$ cat src/rtl/sched_pkg.sv
package sched_pkg;
  parameter int unsigned TAG_W = 6;

  typedef logic [TAG_W-1:0] tag_t;

  typedef struct packed {
    tag_t dst;
    tag_t src0;
    logic use0;
    tag_t src1;
    logic use1;
  } uop_t;
endpackage

$ cat src/rtl/sched_fifo.sv
// In-order queue; tail_o is the youngest entry (valid when !empty_o).
module sched_fifo #(
  parameter int unsigned DEPTH = 8
) (
  input  logic              clk_i,
  input  logic              rst_ni,
  input  logic              flush_i,
  input  logic              push_i,
  input  sched_pkg::uop_t   uop_i,
  input  logic              pop_i,
  output sched_pkg::uop_t   head_o,
  output sched_pkg::uop_t   tail_o,
  output logic              empty_o,
  output logic              full_o
);
  localparam int unsigned PW = (DEPTH > 1) ? $clog2(DEPTH) : 1;
  localparam int unsigned CW = $clog2(DEPTH + 1);

  sched_pkg::uop_t mem_q [DEPTH];
  logic [PW-1:0] rd_q, wr_q, last_idx;
  logic [CW-1:0] cnt_q;

  function automatic logic [PW-1:0] nxt(input logic [PW-1:0] p);
    return (p == PW'(DEPTH - 1)) ? '0 : p + PW'(1);
  endfunction

  always_ff @(posedge clk_i) begin
    if (push_i) mem_q[wr_q] <= uop_i;
  end

  always_ff @(posedge clk_i or negedge rst_ni) begin
    if (!rst_ni) begin
      rd_q  <= '0;
      wr_q  <= '0;
      cnt_q <= '0;
    end else if (flush_i) begin
      rd_q  <= '0;
      wr_q  <= '0;
      cnt_q <= '0;
    end else begin
      if (push_i) wr_q <= nxt(wr_q);
      if (pop_i)  rd_q <= nxt(rd_q);
      unique case ({push_i, pop_i})
        2'b10:   cnt_q <= cnt_q + CW'(1);
        2'b01:   cnt_q <= cnt_q - CW'(1);
        default: cnt_q <= cnt_q;
      endcase
    end
  end

  assign last_idx = (wr_q == '0) ? PW'(DEPTH - 1) : wr_q - PW'(1);
  assign head_o   = mem_q[rd_q];
  assign tail_o   = mem_q[last_idx];
  assign empty_o  = (cnt_q == '0);
  assign full_o   = (cnt_q == CW'(DEPTH));
endmodule

$ cat src/rtl/sched_scoreboard.sv
// Per-tag ready bits; clear (allocation) wins over set on the same tag.
module sched_scoreboard #(
  parameter int unsigned TAG_W = sched_pkg::TAG_W
) (
  input  logic                 clk_i,
  input  logic                 rst_ni,
  input  logic                 flush_i,
  input  logic                 set_i,
  input  logic [TAG_W-1:0]     set_tag_i,
  input  logic                 clr_i,
  input  logic [TAG_W-1:0]     clr_tag_i,
  output logic [2**TAG_W-1:0]  ready_o
);
  localparam int unsigned NTAG = 2 ** TAG_W;

  logic [NTAG-1:0] ready_q;

  always_ff @(posedge clk_i or negedge rst_ni) begin
    if (!rst_ni) begin
      ready_q <= '1;
    end else if (flush_i) begin
      ready_q <= '1;
    end else begin
      if (set_i) ready_q[set_tag_i] <= 1'b1;
      if (clr_i) ready_q[clr_tag_i] <= 1'b0;
    end
  end

  assign ready_o = ready_q;
endmodule

$ cat src/rtl/sched_steer.sv
// Picks the target queue: src0 tail hit, then src1 tail hit, then lowest empty.
module sched_steer #(
  parameter int unsigned NUM_Q = 4,
  parameter int unsigned QW    = $clog2(NUM_Q)
) (
  input  sched_pkg::uop_t     uop_i,
  input  sched_pkg::tag_t     tail_dst_i [NUM_Q],
  input  logic [NUM_Q-1:0]    empty_i,
  input  logic [NUM_Q-1:0]    full_i,
  output logic                ok_o,
  output logic [QW-1:0]       sel_o
);
  logic [NUM_Q-1:0] hit0, hit1;
  logic             found;

  always_comb begin
    for (int q = 0; q < NUM_Q; q++) begin
      hit0[q] = uop_i.use0 && !empty_i[q] && (tail_dst_i[q] == uop_i.src0);
      hit1[q] = uop_i.use1 && !empty_i[q] && (tail_dst_i[q] == uop_i.src1);
    end
    found = 1'b0;
    sel_o = '0;
    for (int q = NUM_Q - 1; q >= 0; q--)
      if (empty_i[q]) begin found = 1'b1; sel_o = QW'(q); end
    if (|hit1)
      for (int q = NUM_Q - 1; q >= 0; q--)
        if (hit1[q]) begin found = 1'b1; sel_o = QW'(q); end
    if (|hit0)
      for (int q = NUM_Q - 1; q >= 0; q--)
        if (hit0[q]) begin found = 1'b1; sel_o = QW'(q); end
    ok_o = found && !full_i[sel_o];
  end
endmodule

$ cat src/rtl/sched_arb.sv
// Fixed priority, lowest index first.
module sched_arb #(
  parameter int unsigned N  = 4,
  parameter int unsigned IW = $clog2(N)
) (
  input  logic [N-1:0]  req_i,
  output logic [N-1:0]  gnt_o,
  output logic [IW-1:0] idx_o,
  output logic          vld_o
);
  always_comb begin
    gnt_o = '0;
    idx_o = '0;
    for (int i = N - 1; i >= 0; i--)
      if (req_i[i]) idx_o = IW'(i);
    vld_o = |req_i;
    if (vld_o) gnt_o[idx_o] = 1'b1;
  end
endmodule

$ cat src/rtl/dep_fifo_sched.sv
module dep_fifo_sched #(
  parameter int unsigned NUM_Q = 4,
  parameter int unsigned DEPTH = 8,
  parameter int unsigned TAG_W = sched_pkg::TAG_W,
  localparam int unsigned QW   = $clog2(NUM_Q)
) (
  input  logic             clk_i,
  input  logic             rst_ni,
  input  logic             flush_i,
  input  logic             disp_valid_i,
  output logic             disp_ready_o,
  input  logic [TAG_W-1:0] disp_dst_i,
  input  logic [TAG_W-1:0] disp_src0_i,
  input  logic             disp_src0_use_i,
  input  logic [TAG_W-1:0] disp_src1_i,
  input  logic             disp_src1_use_i,
  input  logic             wb_valid_i,
  input  logic [TAG_W-1:0] wb_tag_i,
  output logic             issue_valid_o,
  output logic [TAG_W-1:0] issue_dst_o,
  output logic [TAG_W-1:0] issue_src0_o,
  output logic             issue_src0_use_o,
  output logic [TAG_W-1:0] issue_src1_o,
  output logic             issue_src1_use_o,
  output logic [QW-1:0]    issue_q_o
);
  sched_pkg::uop_t  disp_uop;
  sched_pkg::uop_t  head [NUM_Q];
  sched_pkg::uop_t  tail [NUM_Q];
  sched_pkg::tag_t  tail_dst [NUM_Q];
  sched_pkg::uop_t  iss_uop;
  logic [NUM_Q-1:0] empty, full, push, pop, head_rdy, req;
  logic [2**TAG_W-1:0] tag_rdy;
  logic             steer_ok, disp_fire, arb_vld;
  logic [QW-1:0]    steer_sel, arb_idx;

  assign disp_uop = '{dst: disp_dst_i, src0: disp_src0_i, use0: disp_src0_use_i,
                      src1: disp_src1_i, use1: disp_src1_use_i};

  assign disp_ready_o = steer_ok && !flush_i;
  assign disp_fire    = disp_valid_i && disp_ready_o;

  for (genvar q = 0; q < NUM_Q; q++) begin : g_q
    sched_fifo #(.DEPTH(DEPTH)) u_fifo (
      .clk_i   (clk_i),
      .rst_ni  (rst_ni),
      .flush_i (flush_i),
      .push_i  (push[q]),
      .uop_i   (disp_uop),
      .pop_i   (pop[q]),
      .head_o  (head[q]),
      .tail_o  (tail[q]),
      .empty_o (empty[q]),
      .full_o  (full[q])
    );
    assign tail_dst[q] = tail[q].dst;
    assign push[q]     = disp_fire && (steer_sel == QW'(q));
    assign head_rdy[q] = !empty[q]
                         && (!head[q].use0 || tag_rdy[head[q].src0])
                         && (!head[q].use1 || tag_rdy[head[q].src1]);
  end

  sched_steer #(.NUM_Q(NUM_Q), .QW(QW)) u_steer (
    .uop_i      (disp_uop),
    .tail_dst_i (tail_dst),
    .empty_i    (empty),
    .full_i     (full),
    .ok_o       (steer_ok),
    .sel_o      (steer_sel)
  );

  sched_scoreboard #(.TAG_W(TAG_W)) u_sb (
    .clk_i     (clk_i),
    .rst_ni    (rst_ni),
    .flush_i   (flush_i),
    .set_i     (wb_valid_i),
    .set_tag_i (wb_tag_i),
    .clr_i     (disp_fire),
    .clr_tag_i (disp_dst_i),
    .ready_o   (tag_rdy)
  );

  assign req = flush_i ? '0 : head_rdy;

  sched_arb #(.N(NUM_Q), .IW(QW)) u_arb (
    .req_i (req),
    .gnt_o (pop),
    .idx_o (arb_idx),
    .vld_o (arb_vld)
  );

  assign iss_uop          = head[arb_idx];
  assign issue_valid_o    = arb_vld;
  assign issue_dst_o      = iss_uop.dst;
  assign issue_src0_o     = iss_uop.src0;
  assign issue_src0_use_o = iss_uop.use0;
  assign issue_src1_o     = iss_uop.src1;
  assign issue_src1_use_o = iss_uop.use1;
  assign issue_q_o        = arb_idx;
endmodule

$ cat config.mk
export PLATFORM = sky130hd
export DESIGN_NAME = dep_fifo_sched
export DESIGN_NICKNAME = d
export VERILOG_FILES = /design/src/rtl/sched_pkg.sv /design/src/rtl/sched_fifo.sv /design/src/rtl/sched_scoreboard.sv /design/src/rtl/sched_steer.sv /design/src/rtl/sched_arb.sv /design/src/rtl/dep_fifo_sched.sv
export SDC_FILE = /design/constraint.sdc
export NUM_CORES = 1
export LEC_CHECK = 0
export ABC_AREA = 1
export BUFFER_PORTS_ARGS = -buffer_cell sky130_fd_sc_hd__buf_2
export CAP_MARGIN = 20
export CORE_UTILIZATION = 30
export DETAILED_ROUTE_END_ITERATION = 7
export PLACE_DENSITY = 0.5
export SLEW_MARGIN = 20
export SYNTH_ARGS = -nofsm -noshare
export SYNTH_HDL_FRONTEND = slang
export SYNTH_SLANG_ARGS = --single-unit
$ cat constraint.sdc
create_clock -name clk_i -period 6 [get_ports clk_i]
set_clock_uncertainty 0.2 [all_clocks]
set_input_delay 1.2 -clock clk_i [delete_from_list [all_inputs] [get_ports clk_i]]
set_output_delay 1.2 -clock clk_i [all_outputs]
set_load 0.02 [all_outputs]
# Word level (Yosys, flattened, before mapping)
# Memories as Yosys holds them, arrays and structs flattened.
# Index checks and enable logic that the tools add are counted.
[totals]
elab_cells = 277
mem_bits_rw = 640
memories = 4
regBits = 104
out_inout_bits = 24
[mem_list]
columns = ["name", "depth", "width", "read_ports", "rd_clocked_by_memory_dff", "write_ports", "line_no", "rtl"]
rows = [
  ["g_q[0].u_fifo.mem_q", 8, 20, 2, 0, 1, "sched_fifo.sv:19", "sched_pkg::uop_t mem_q [DEPTH];"],
  ["g_q[1].u_fifo.mem_q", 8, 20, 2, 0, 1, "sched_fifo.sv:19", ""],
  ["g_q[2].u_fifo.mem_q", 8, 20, 2, 0, 1, "sched_fifo.sv:19", ""],
  ["g_q[3].u_fifo.mem_q", 8, 20, 2, 0, 1, "sched_fifo.sv:19", ""],
]
[classes]
muxes = 109
n_reduce_logical = 80
addsub = 20
bitwise_logic = 4
n_lt_le_gt_ge = 16
eq_ne = 31
[op_table]
columns = ["operator", "n"]
rows = [
  ["$mux 64", 4],
  ["$mux 3", 28],
  ["$lt 6x7->1 const B", 10],
  ["$and 64x64->64", 1],
  ["$not 64->64", 1],
  ["$or 64x64->64", 1],
  ["$bmux 1 s6", 8],
  ["$eq 6x6->1", 8],
  ["$bmux 20 s2", 1],
  ["$mux 20", 2],
  ["$mux 2", 18],
  ["$logic_and 1x1->1", 34],
  ["$mux 1", 34],
  ["$pmux 4 s2", 4],
  ["$add 3x1->3 const B", 8],
  ["$eq 3x3->1 const B", 8],
  ["$mux 4", 6],
  ["$add 4x1->4 const B", 4],
  ["$eq 4x4->1 const B", 4],
  ["$logic_not 4->1", 4],
  ["$reduce_bool 2->1", 8],
  ["$sub 4x1->4 const B", 4],
  ["$logic_not 1->1", 14],
  ["$demux 1 s6", 2],
  ["other kinds (15)", 44],
]

# Longest topological paths before layout
# Gate-level depths: netlist of run 1.
[depth]
depth_word = 25
depth_mapped = 38

# Hierarchy
# Synthesis of run 1 repeated with hierarchy kept, for this count alone.
[unflattened]
hier_cells = 5677
hier_area_um2 = 44948.1
[modules_own_cells]
columns = ["module", "seq_area_each_um2", "area_each_um2", "instances", "cells_per_inst"]
rows = [
  ["sched_fifo at g_q[2].u_fifo ...", 5054.8, 8536.9, 2, 911],
  ["sched_fifo at g_q[1].u_fifo", 5054.8, 8514.4, 1, 911],
  ["sched_fifo at g_q[0].u_fifo", 5054.8, 8451.9, 1, 895],
  ["dep_fifo_sched", 0.0, 6552.5, 1, 1391],
  ["sched_scoreboard", 1681.6, 3286.9, 1, 438],
  ["sched_steer", 0.0, 1007.2, 1, 205],
  ["sched_arb", 0.0, 61.3, 1, 15],
]

# Worst setup path before layout of run 1
# OpenSTA, ideal clock, no wires.
[synth_timing]
path_kind = "reg2reg"
startpoint = "register g_q[1].u_fifo.wr_q[0]"
endpoint = "memory g_q[2].u_fifo.mem_q[0][0] (netlist bit), enable pin"
setup_ps = 422
stages_incl_launch_ff = 25
slack_ps = 756
required_ps = 5378
path_buffers = 2
arrival_ps = 4621
period_less_slack_ps = 5244
cell_sequence = "dfrtp_1 > inv_2 > clkbuf_1 > ha_1 > nand2_1 > nand2_1 > buf_2 > nand2_1 > nand3_1 > nand3_1 > nand2_1 > nand2_1 > o211ai_1 > nor2_1 > nand2_1 > nand2_1 > nor2_1 > a21oi_2 > nand4_1 > nand3_2 > nor2_8 > nand2_2 > nor2_4 > nand2_1 > nor3_1"
[synth_between]
elab_chain_cells = 22
[synth_rtl]
columns = ["item", "line_no", "rtl"]
rows = [
  ["from (decl)", "sched_fifo.sv:20", "logic [PW-1:0] rd_q, wr_q, last_idx;"],
  ["from (signal assigned)", "sched_fifo.sv:41", "if (push_i) wr_q <= nxt(wr_q);"],
  ["$sub 3x1->3 or $logic_not 3->1 (tied branches)", "sched_fifo.sv:51", "assign last_idx = (wr_q == '0) ? PW'(DEPTH - 1) : wr_q - PW'(1);"],
  ["$mux 3 (*)", "sched_fifo.sv:51", ""],
  ["$mem_v2 8x20 (*)", "-", ""],
  ["$eq 6x6->1", "sched_steer.sv:19", "hit1[q] = uop_i.use1 && !empty_i[q] && (tail_dst_i[q] == uop_i.src1);"],
  ["$logic_and 1x1->1", "sched_steer.sv:19", ""],
  ["$mux 2 (2 in a row)", "sched_steer.sv:27", "if (hit1[q]) begin found = 1'b1; sel_o = QW'(q); end"],
  ["$mux 2", "sched_steer.sv:25", "if (|hit1)"],
  ["$mux 2 (4 in a row)", "sched_steer.sv:30", "if (hit0[q]) begin found = 1'b1; sel_o = QW'(q); end"],
  ["(+3 left out)", "-", ""],
  ["$logic_not 1->1", "sched_steer.sv:31", "ok_o = found && !full_i[sel_o];"],
  ["$logic_and 1x1->1 (*)", "sched_steer.sv:31", ""],
  ["$logic_and 1x1->1 (*)", "dep_fifo_sched.sv:40", "assign disp_ready_o = steer_ok && !flush_i;"],
  ["via disp_ready_o", "dep_fifo_sched.sv:11", "output logic disp_ready_o,"],
  ["$logic_and 1x1->1 (*)", "dep_fifo_sched.sv:41", "assign disp_fire = disp_valid_i && disp_ready_o;"],
  ["$logic_and 1x1->1 (*)", "dep_fifo_sched.sv:57", "assign push[q] = disp_fire && (steer_sel == QW'(q));"],
  ["$mux 1 (*)", "sched_fifo.sv:28", "if (push_i) mem_q[wr_q] <= uop_i;"],
  ["$mux 1 (implied by the code) (*)", "sched_fifo.sv:28", ""],
  ["to (decl)", "sched_fifo.sv:19", ""],
]
# Mark *: on every way through the listed nets, which the timed path passes. The rest lies on a longest branch. The select of a mux whose other input is x is not followed.

# Worst setup path after layout of run 1
[layout_timing]
startpoint = "register g_q[3].u_fifo.rd_q[0]"
endpoint = "output issue_dst_o[2]"
[layout_between]
elab_chain_cells = 15
[layout_rtl]
columns = ["item", "line_no", "rtl"]
rows = [
  ["from (decl)", "sched_fifo.sv:20", ""],
  ["from (signal assigned)", "sched_fifo.sv:42", "if (pop_i) rd_q <= nxt(rd_q);"],
  ["$mem_v2 8x20 (*)", "-", ""],
  ["$bmux 1 s6", "dep_fifo_sched.sv:59", "&& (!head[q].use0 || tag_rdy[head[q].src0])"],
  ["$mux 1 (implied by the code)", "dep_fifo_sched.sv:59", ""],
  ["$logic_or 1x1->1", "dep_fifo_sched.sv:59", ""],
  ["$logic_and 1x1->1", "dep_fifo_sched.sv:59", ""],
  ["$logic_and 1x1->1", "dep_fifo_sched.sv:60", "&& (!head[q].use1 || tag_rdy[head[q].src1]);"],
  ["$mux 4", "dep_fifo_sched.sv:83", "assign req = flush_i ? '0 : head_rdy;"],
  ["$mux 2 (4 in a row)", "sched_arb.sv:15", "if (req_i[i]) idx_o = IW'(i);"],
  ["$not 2->3 (implied by the code)", "dep_fifo_sched.sv:92", "assign iss_uop = head[arb_idx];"],
  ["$bmux 20 s2 (*)", "dep_fifo_sched.sv:92", ""],
  ["$mux 20 (implied by the code) (*) (2 in a row)", "dep_fifo_sched.sv:92", ""],
  ["to (decl)", "dep_fifo_sched.sv:20", "output logic [TAG_W-1:0] issue_dst_o,"],
]
# Every way passes the cells marked *; elsewhere a longest branch is shown, timed or not. The select of a mux whose other input is x is not followed.

==> summary.md, run 1 <==
| Metric | Value |
|---|---|
| Hold-fix buffers, CTS | `0` |
| Register Area | `21900 um^2` |
| Worst-margin pin slew | `1.13 ns` |
| I/O Buffers | `54` |
| Total length of routed wires | `152000 um` |
| Final worst path period need | `5.86 ns` |
| Global-route usage over all layers | `22.3%` |
| DRC violations left | `0` |
| Crit share post-route | `97.7%` |
| Placed insts | `5894` |
| CTS tree | `yes` |
| #FFs+latches synth | `744` |
| H-Tree Depth | `3` |
| Ys Warns | `0` |
| Pin count of the biggest net entering global routing | `71` |
| Initial antenna violation count | `10` |
| CTS Buf Count | `85` |
| DRT iter0 DRCs | `4375` |
| Grt ovf | `0` |
| Max clock buf depth | `3` |
| Crit path capture type | `output port` |
| Antenna Nets Post-Route | `0` |
| First-pass DRT Iterations | `6` |
| Post-synth EDFFs | `640` |
| CP arrival | `4.46 ns` |
| WS Path Type | `reg -> out` |
| Layout area overhead | `18.0%` |
| Final Net Count | `4392` |
| Cell area after synthesis | `38800 um^2` |
| Syn Inst Count | `4191` |
| CP max FO | `31` |
| Post-synthesis sequential area ratio | `56.4%` |
| Worst Hold Class | `reg -> reg` |
| First-pass GRT wire length | `216000 um` |
| Vias in the first global route | `30700` |
| FILL cells | `12900` |
| Synthesized area per cell | `9.26 um^2` |
| Total core area | `128000 um^2` |
| Endpoints failing hold | `0` |
| Worst VDD drop | `0.231 mV` |
| Clk root buf | `clkbuf_16` |
| Post-DP HPWL | `98000 um` |
| Maxcap violations | `0` |
| CTS clock-pin slew for the worst setup and hold paths | `0.06 ns` |
| Ys flop type | `edfxtp_1` |
| Post-Syn Nets | `4258` |
| Multi-input gate area | `15100 um^2` |
| Routed vias/inst | `5.52` |
| Clock Sinks | `744` |
| DR vias | `33800` |
| Chip width | `362 um` |
| Die area | `131000 um^2` |
| CP startpoint kind | `flop` |
| Initial Utilization | `30.3%` |
| Ys async rst share | `14.0%` |
| Final core occ | `35.8%` |
| I/O pin cnt | `55` |
| Fmax | `0.171 GHz` |
| P_leak | `16.7 nW` |
| Fin. max-slew vios | `0` |
| Required time of the worst setup path | `4.60 ns` |
| Placer Congestion | `0.969` |
| Average wire per standard cell | `24.8 um` |
| Final non-filler cell total | `6124` |
| Clk_lat worst skew | `0.68 ns` |
| Die Ht | `362 um` |
| Row count | `131` |
| Pwr/cell area | `427 nW/um^2` |
| Status | `complete, no violations` |
| Proportion of layout cells with a drive suffix above 1 | `15.0%` |
| Final setup viols | `0` |
| Hold WS | `0.353 ns` |
| Relative slew slack | `23.9%` |
| Distinct cells, synth | `46` |
metal layers:
metal	part of all wire, %	track usage (%)	up-vias
met1	44	31.8	16500
met4	3.9	8.03	4
met2	43	33.2	1644
met5	0.019	0	-
li1	-	-	15400
met3	9.2	4.71	316
area by class of cell:
cell class | instances | share of cell area [%]
repair inverters | 2 | 0.0355
well taps | 1729 | 4.72
multi-input cells | 2948 | 33.0
diodes | 2 | 0.0109
repair buffers | 315 | 6.31
inverters | 229 | 2.05
flip-flops and latches | 744 | 47.8
clock inverters | 39 | 1.04
clock buffers | 116 | 5.01
path summary, 6_finish.rpt:
| check | startpoint | endpoint | slack [ns] | cells past startpoint |
|---|---|---|---|---|
| min reg2reg | u_sb.ready_o[56] | u_sb.ready_o[56] | 0.35 | 2 |
| min | u_sb.ready_o[56] | u_sb.ready_o[56] | 0.35 | 2 |
| min in group asynchronous | rst_ni | g_q[3].u_fifo.rd_q[2] | 0.41 | 1 |
| max | g_q[3].u_fifo.rd_q[0] | issue_dst_o[2] | 0.14 | 23 |
| max reg2reg | g_q[1].u_fifo.wr_q[0] | g_q[1].u_fifo.mem_q[1][15] | 0.63 | 23 |
| max in group asynchronous | rst_ni | g_q[2].u_fifo.rd_q[0] | 4.16 | 2 |
stage by stage:
| stage | TNS [ns] | power, W | cell area (um^2) | setup slack, ns |
|---|---|---|---|---|
| after floorplan | 0 | 0.0107 | 38800 | 0.756 |
| after global placement | 0 | 0.0134 | 41700 | 0.175 |
| after detailed placement | 0 | 0.0134 | 41700 | 0.190 |
| after CTS | 0 | 0.0189 | 44900 | 0.00342 |
| after global routing | -0.823 | 0.0205 | 45800 | -0.103 |
| final | 0 | 0.0195 | 45800 | 0.140 |
registers in the layout, summed over array words and instances (netlist names):
register	flops
g_q.u_fifo.wr_q	12
g_q.u_fifo.mem_q	640
g_q.u_fifo.cnt_q	16
u_sb.ready_o	64
g_q.u_fifo.rd_q	12
logic make-up (layout without fill, tap and decap cells):
kind of cell	after synthesis	after routing	share of synthesized area [%]
adders and majority gates	36	36	1.24
AOI/OAI and AO/OA	1103	1104	16.7
xor gates and xnor gates	16	16	0.361
other	0	2	0
and+or+nand+nor	1790	1792	19.7
DFF	744	744	56.4
buffers and inverters	502	701	5.60
critical path, cell delays in order, from the launching register on:
cell and delay [ns]:
dfrtp_2 0.46, buf_6 0.23, o21ai_0 0.11, o211ai_1 0.30, nand2_2 0.16, clkbuf_16 0.23, o211ai_1 0.22, nand3_1 0.10
nand2_1 0.08, nand2_1 0.04, nand3_1 0.07, nand3_1 0.07, nand3_1 0.19, nand3_2 0.15, nor2_2 0.18, inv_2 0.04
nand2_1 0.09, nand2_4 0.09, inv_8 0.12, buf_12 0.17, nand2_1 0.07, nand3_1 0.20, o21ai_0 0.18, buf_2 0.20
power by group:
group	switching, W	total, W	leakage, nW	internal (W)
logic	0.00558	0.00834	8.35	0.00276
clock network	0.00221	0.00526	1.35	0.00305
registers	0.000131	0.00595	6.97	0.00582
total	0.00792	0.0195	16.7	0.0116
cells in the mapped netlist, drive strengths merged, types with 101 or more instances:
| master | instances | area [um^2] |
|---|---|---|
| a21oi | 155 | 795 |
| buf | 159 | 878 |
| clkbuf | 114 | 428 |
| edfxtp | 640 | 19200 |
| inv | 228 | 863 |
| nand2 | 741 | 2840 |
| nand3 | 467 | 2350 |
| nor2 | 436 | 1660 |
| nor3 | 101 | 505 |
| o211ai | 237 | 1790 |
| o21ai | 556 | 2840 |
| o22ai | 113 | 707 |
repair_timing:
| item | CTS | global route |
|---|---|---|
| setup endpoints to repair | 22 | 22 |
| setup buffers | 16 | 46 |
| gates resized for setup | 53 | 93 |
| cloned | 1 | 12 |
| pin swaps | 6 | 16 |
cell usage in the layout, fill, tap and decap left out, types with 23 or more instances in the layout:
cell type,instances
o221ai_1,29
ha_1,31
a21oi_1,150
nand4_1,23
inv_2,26
buf_4,199
dfstp_2,64
o22ai_1,110
inv_1,184
nor3_1,86
buf_12,30
nand2_1,715
nand3_1,463
nor2_1,413
o211ai_1,235
clkbuf_16,94
o21ai_1,116
buf_2,51
clkbuf_1,27
edfxtp_1,640
dfrtp_1,34
o21ai_0,418
(Power assumes the default switching activity.)
==> run 2: changes to the inputs <==
clock period = 5.4 ns   (was 6 ns; I/O delays follow)
==> summary.md, run 2 (synthesis gave the netlist of run 1 again) <==
| Metric | Value |
|---|---|
| Status | `finished with violations (was complete, no violations)` |
| Failing checks | `negative setup slack` |
| Antenna Nets Post-Route | `0 (unchanged)` |
| Vias in the first global route | `31300 (was 30700)` |
| Max FFs per register | `640 (unchanged)` |
| Layout area overhead | `24.0% (was 18.0%)` |
| FILL cells | `12700 (was 12900)` |
| H-Tree Depth | `3 (unchanged)` |
| WS Path Type | `reg -> out (unchanged)` |
| Clk_lat worst skew | `0.69 ns (was 0.68 ns)` |
| Relative slew slack | `22.2% (was 23.9%)` |
| Row count | `131 (unchanged)` |
| Final worst slack | `-0.200 ns (was 0.140 ns)` |
| Crit share post-route | `104%` |
| DR vias | `34700 (was 33800)` |
| Final non-filler cell total | `6233 (was 6124)` |
| Pwr/cell area | `495 nW/um^2 (was 427 nW/um^2)` |
| Worst VDD drop | `0.280 mV (was 0.231 mV)` |
| P_leak | `17.6 nW (was 16.7 nW)` |
| Clock Sinks | `744 (unchanged)` |
| First-pass DRT Iterations | `5 (was 6)` |
| Register Area | `21900 um^2 (about the same)` |
| DRT iter0 DRCs | `4388 (was 4375)` |
| Fmax | `0.179 GHz` |
| Chip width | `362 um (unchanged)` |
| Hold path startpoint | `u_sb.ready_o[6] (was u_sb.ready_o[56])` |
| Fin. max-slew vios | `0 (unchanged)` |
| Final Net Count | `4496 (was 4392)` |
| Final setup viols | `20 (was 0)` |
| Multi-input gate area | `15800 um^2 (was 15100 um^2)` |
| CP startpoint kind | `flop (unchanged)` |
| Post-DP HPWL | `99000 um (was 98000 um)` |
| Worst Hold Class | `reg -> reg (unchanged)` |
| CTS Buf Count | `87 (was 85)` |
| I/O Buffers | `54 (unchanged)` |
| Pin count of the biggest net entering global routing | `66 (was 71)` |
| Die area | `131000 um^2 (unchanged)` |
| Routed vias/inst | `5.56 (was 5.52)` |
| Cell Area, Placed | `42300 um^2 (was 41700 um^2)` |
| RSZ-0062 raised after global routing | `yes` |
| CTS tree | `yes (unchanged)` |
| Grt ovf | `0 (unchanged)` |
| CP arrival | `4.32 ns (was 4.46 ns)` |
| Maxcap violations | `0 (unchanged)` |
| Global-route usage over all layers | `22.7% (was 22.3%)` |
| I/O pin cnt | `55 (unchanged)` |
| Endpoints failing hold | `0 (unchanged)` |
| Placed insts | `5955 (was 5894)` |
| Placer Congestion | `0.950 (was 0.969)` |
| Required time of the worst setup path | `4.12 ns (was 4.60 ns)` |
| Worst-margin pin slew | `1.17 ns (was 1.13 ns)` |
| Proportion of layout cells with a drive suffix above 1 | `20.1% (was 15.0%)` |
| DRC violations left | `0 (unchanged)` |
| CP max FO | `6 (was 31)` |
| Die Ht | `362 um (unchanged)` |
| CTS clock-pin slew for the worst setup and hold paths | `0.06 ns (about the same)` |
| Largest register by flop count | `g_q.u_fifo.mem_q (unchanged)` |
| First-pass GRT wire length | `219000 um (was 216000 um)` |
| Average wire per standard cell | `25.0 um (was 24.8 um)` |
| Total core area | `128000 um^2 (unchanged)` |
| Worst r2r src | `g_q[3].u_fifo.wr_q[1] (was g_q[1].u_fifo.wr_q[0])` |
| Critical path origin | `g_q[2].u_fifo.rd_q[0] (was g_q[3].u_fifo.rd_q[0])` |
| Initial Utilization | `30.3% (unchanged)` |
| Clk root buf | `clkbuf_16 (unchanged)` |
| Max clock buf depth | `3 (unchanged)` |
| Initial antenna violation count | `10 (unchanged)` |
| Final worst path period need | `5.60 ns` |
| Hold WS | `0.352 ns (was 0.353 ns)` |
| Most frequent cells in the layout | `680 x nand2_1, 640 x edfxtp_1, 423 x nand3_1, 402 x nor2_1, 395 x o21ai_0 (was 715 x nand2_1, 640 x edfxtp_1, 463 x nand3_1, 418 x o21ai_0, 413 x nor2_1)` |
| Most common cell after layout, fill and taps aside | `nand2_1 (unchanged)` |
| Total length of routed wires | `156000 um (was 152000 um)` |
| Crit path capture type | `output port (unchanged)` |
| Final instance area | `48100 um^2 (was 45800 um^2)` |
run 2: changes by cell type in the layout (fill, tap and decap cells not counted), moves of 23 or more:
cell,delta
nand3_1,-40
nand3_2,+36
nand2_1,-35
buf_4,+55
nand2_2,+30
buf_6,+41
o21ai_0,-23
run 2: area by class of cell:
class	instances	share of cell area [%]
clock buffer	106	4.69
timing repair inverter	4	0.0884
clock inverter	54	1.41
sequential	744	45.5
timing repair buffer	417	8.97
antenna	4	0.0208
inverter	229	2.01
multi-input combinational	2946	32.8
tap	1729	4.49
run 2: per-layer routing:
| layer | up-vias | GRT usage, % | part of all wire (%) |
|---|---|---|---|
| li1 | 15600 | - | - |
| met1 | 17000 | 32.2 | 43 |
| met2 | 1756 | 34.1 | 43 |
| met3 | 335 | 4.20 | 9.5 |
| met4 | 4 | 8.55 | 4.3 |
| met5 | - | 0 | 0.017 |
run 2: metrics by stage:
stage | total power, W | setup WS [ns] | setup TNS, ns | utilization, %
final | 0.0238 | -0.200 | -3.04 | 37.6
after detailed placement | 0.0152 | 0.149 | 0 | 33.0
after CTS | 0.0224 | -0.206 | -2.98 | 36.2
after global placement | 0.0152 | 0.141 | 0 | 33.0
after floorplan | 0.0119 | 0.156 | 0 | -
after global routing | 0.0248 | -0.393 | -6.95 | 37.6
run 2: critical path: stages, from the launching register on:
cell       delay (ns)
dfrtp_4          0.54
buf_12           0.18
clkinv_16        0.06
nor2_2           0.03
o211ai_1         0.28
nand2_4          0.11
buf_12           0.16
buf_4            0.13
buf_6            0.12
o211ai_1         0.21
nand3_1          0.12
nand3_1          0.10
nand2_1          0.06
nor2_2           0.12
nor2_2           0.06
nor2_2           0.13
nor2_4           0.06
nor2_4           0.09
inv_2            0.05
nand2_2          0.07
nand2_4          0.10
buf_8            0.15
buf_6            0.13
o21ai_4          0.15
o22ai_2          0.10
buf_4            0.17
buf_6            0.13
run 2: path summary, 6_finish.rpt:
kind	endpoint	slack, ns	depth (start not counted)
max	issue_src1_use_o	-0.20	26
min	u_sb.ready_o[6]	0.35	2
max reg2reg	g_q[2].u_fifo.cnt_q[3]	0.47	30
min reg2reg	u_sb.ready_o[6]	0.35	2
max in group asynchronous	g_q[0].u_fifo.rd_q[0]	3.80	2
min in group asynchronous	u_sb.ready_o[38]	0.55	1
run 2: repair_timing:
action / 4_1_cts / 5_1_grt
setup endpoints to repair: 23 / 26
cloned: 14 / 25
setup buffers: 27 / 51
pin swaps: 21 / 71
hold endpoints to repair: 0 / 0
gates resized for setup: 174 / 234
hold buffers: 0 / 0
run 2: report_power, final:
part | total, W | leakage, nW | switching [W] | internal, W
logic | 0.0111 | 9.25 | 0.00689 | 0.00424
registers | 0.00660 | 6.96 | 0.000138 | 0.00646
clock network | 0.00607 | 1.42 | 0.00248 | 0.00358
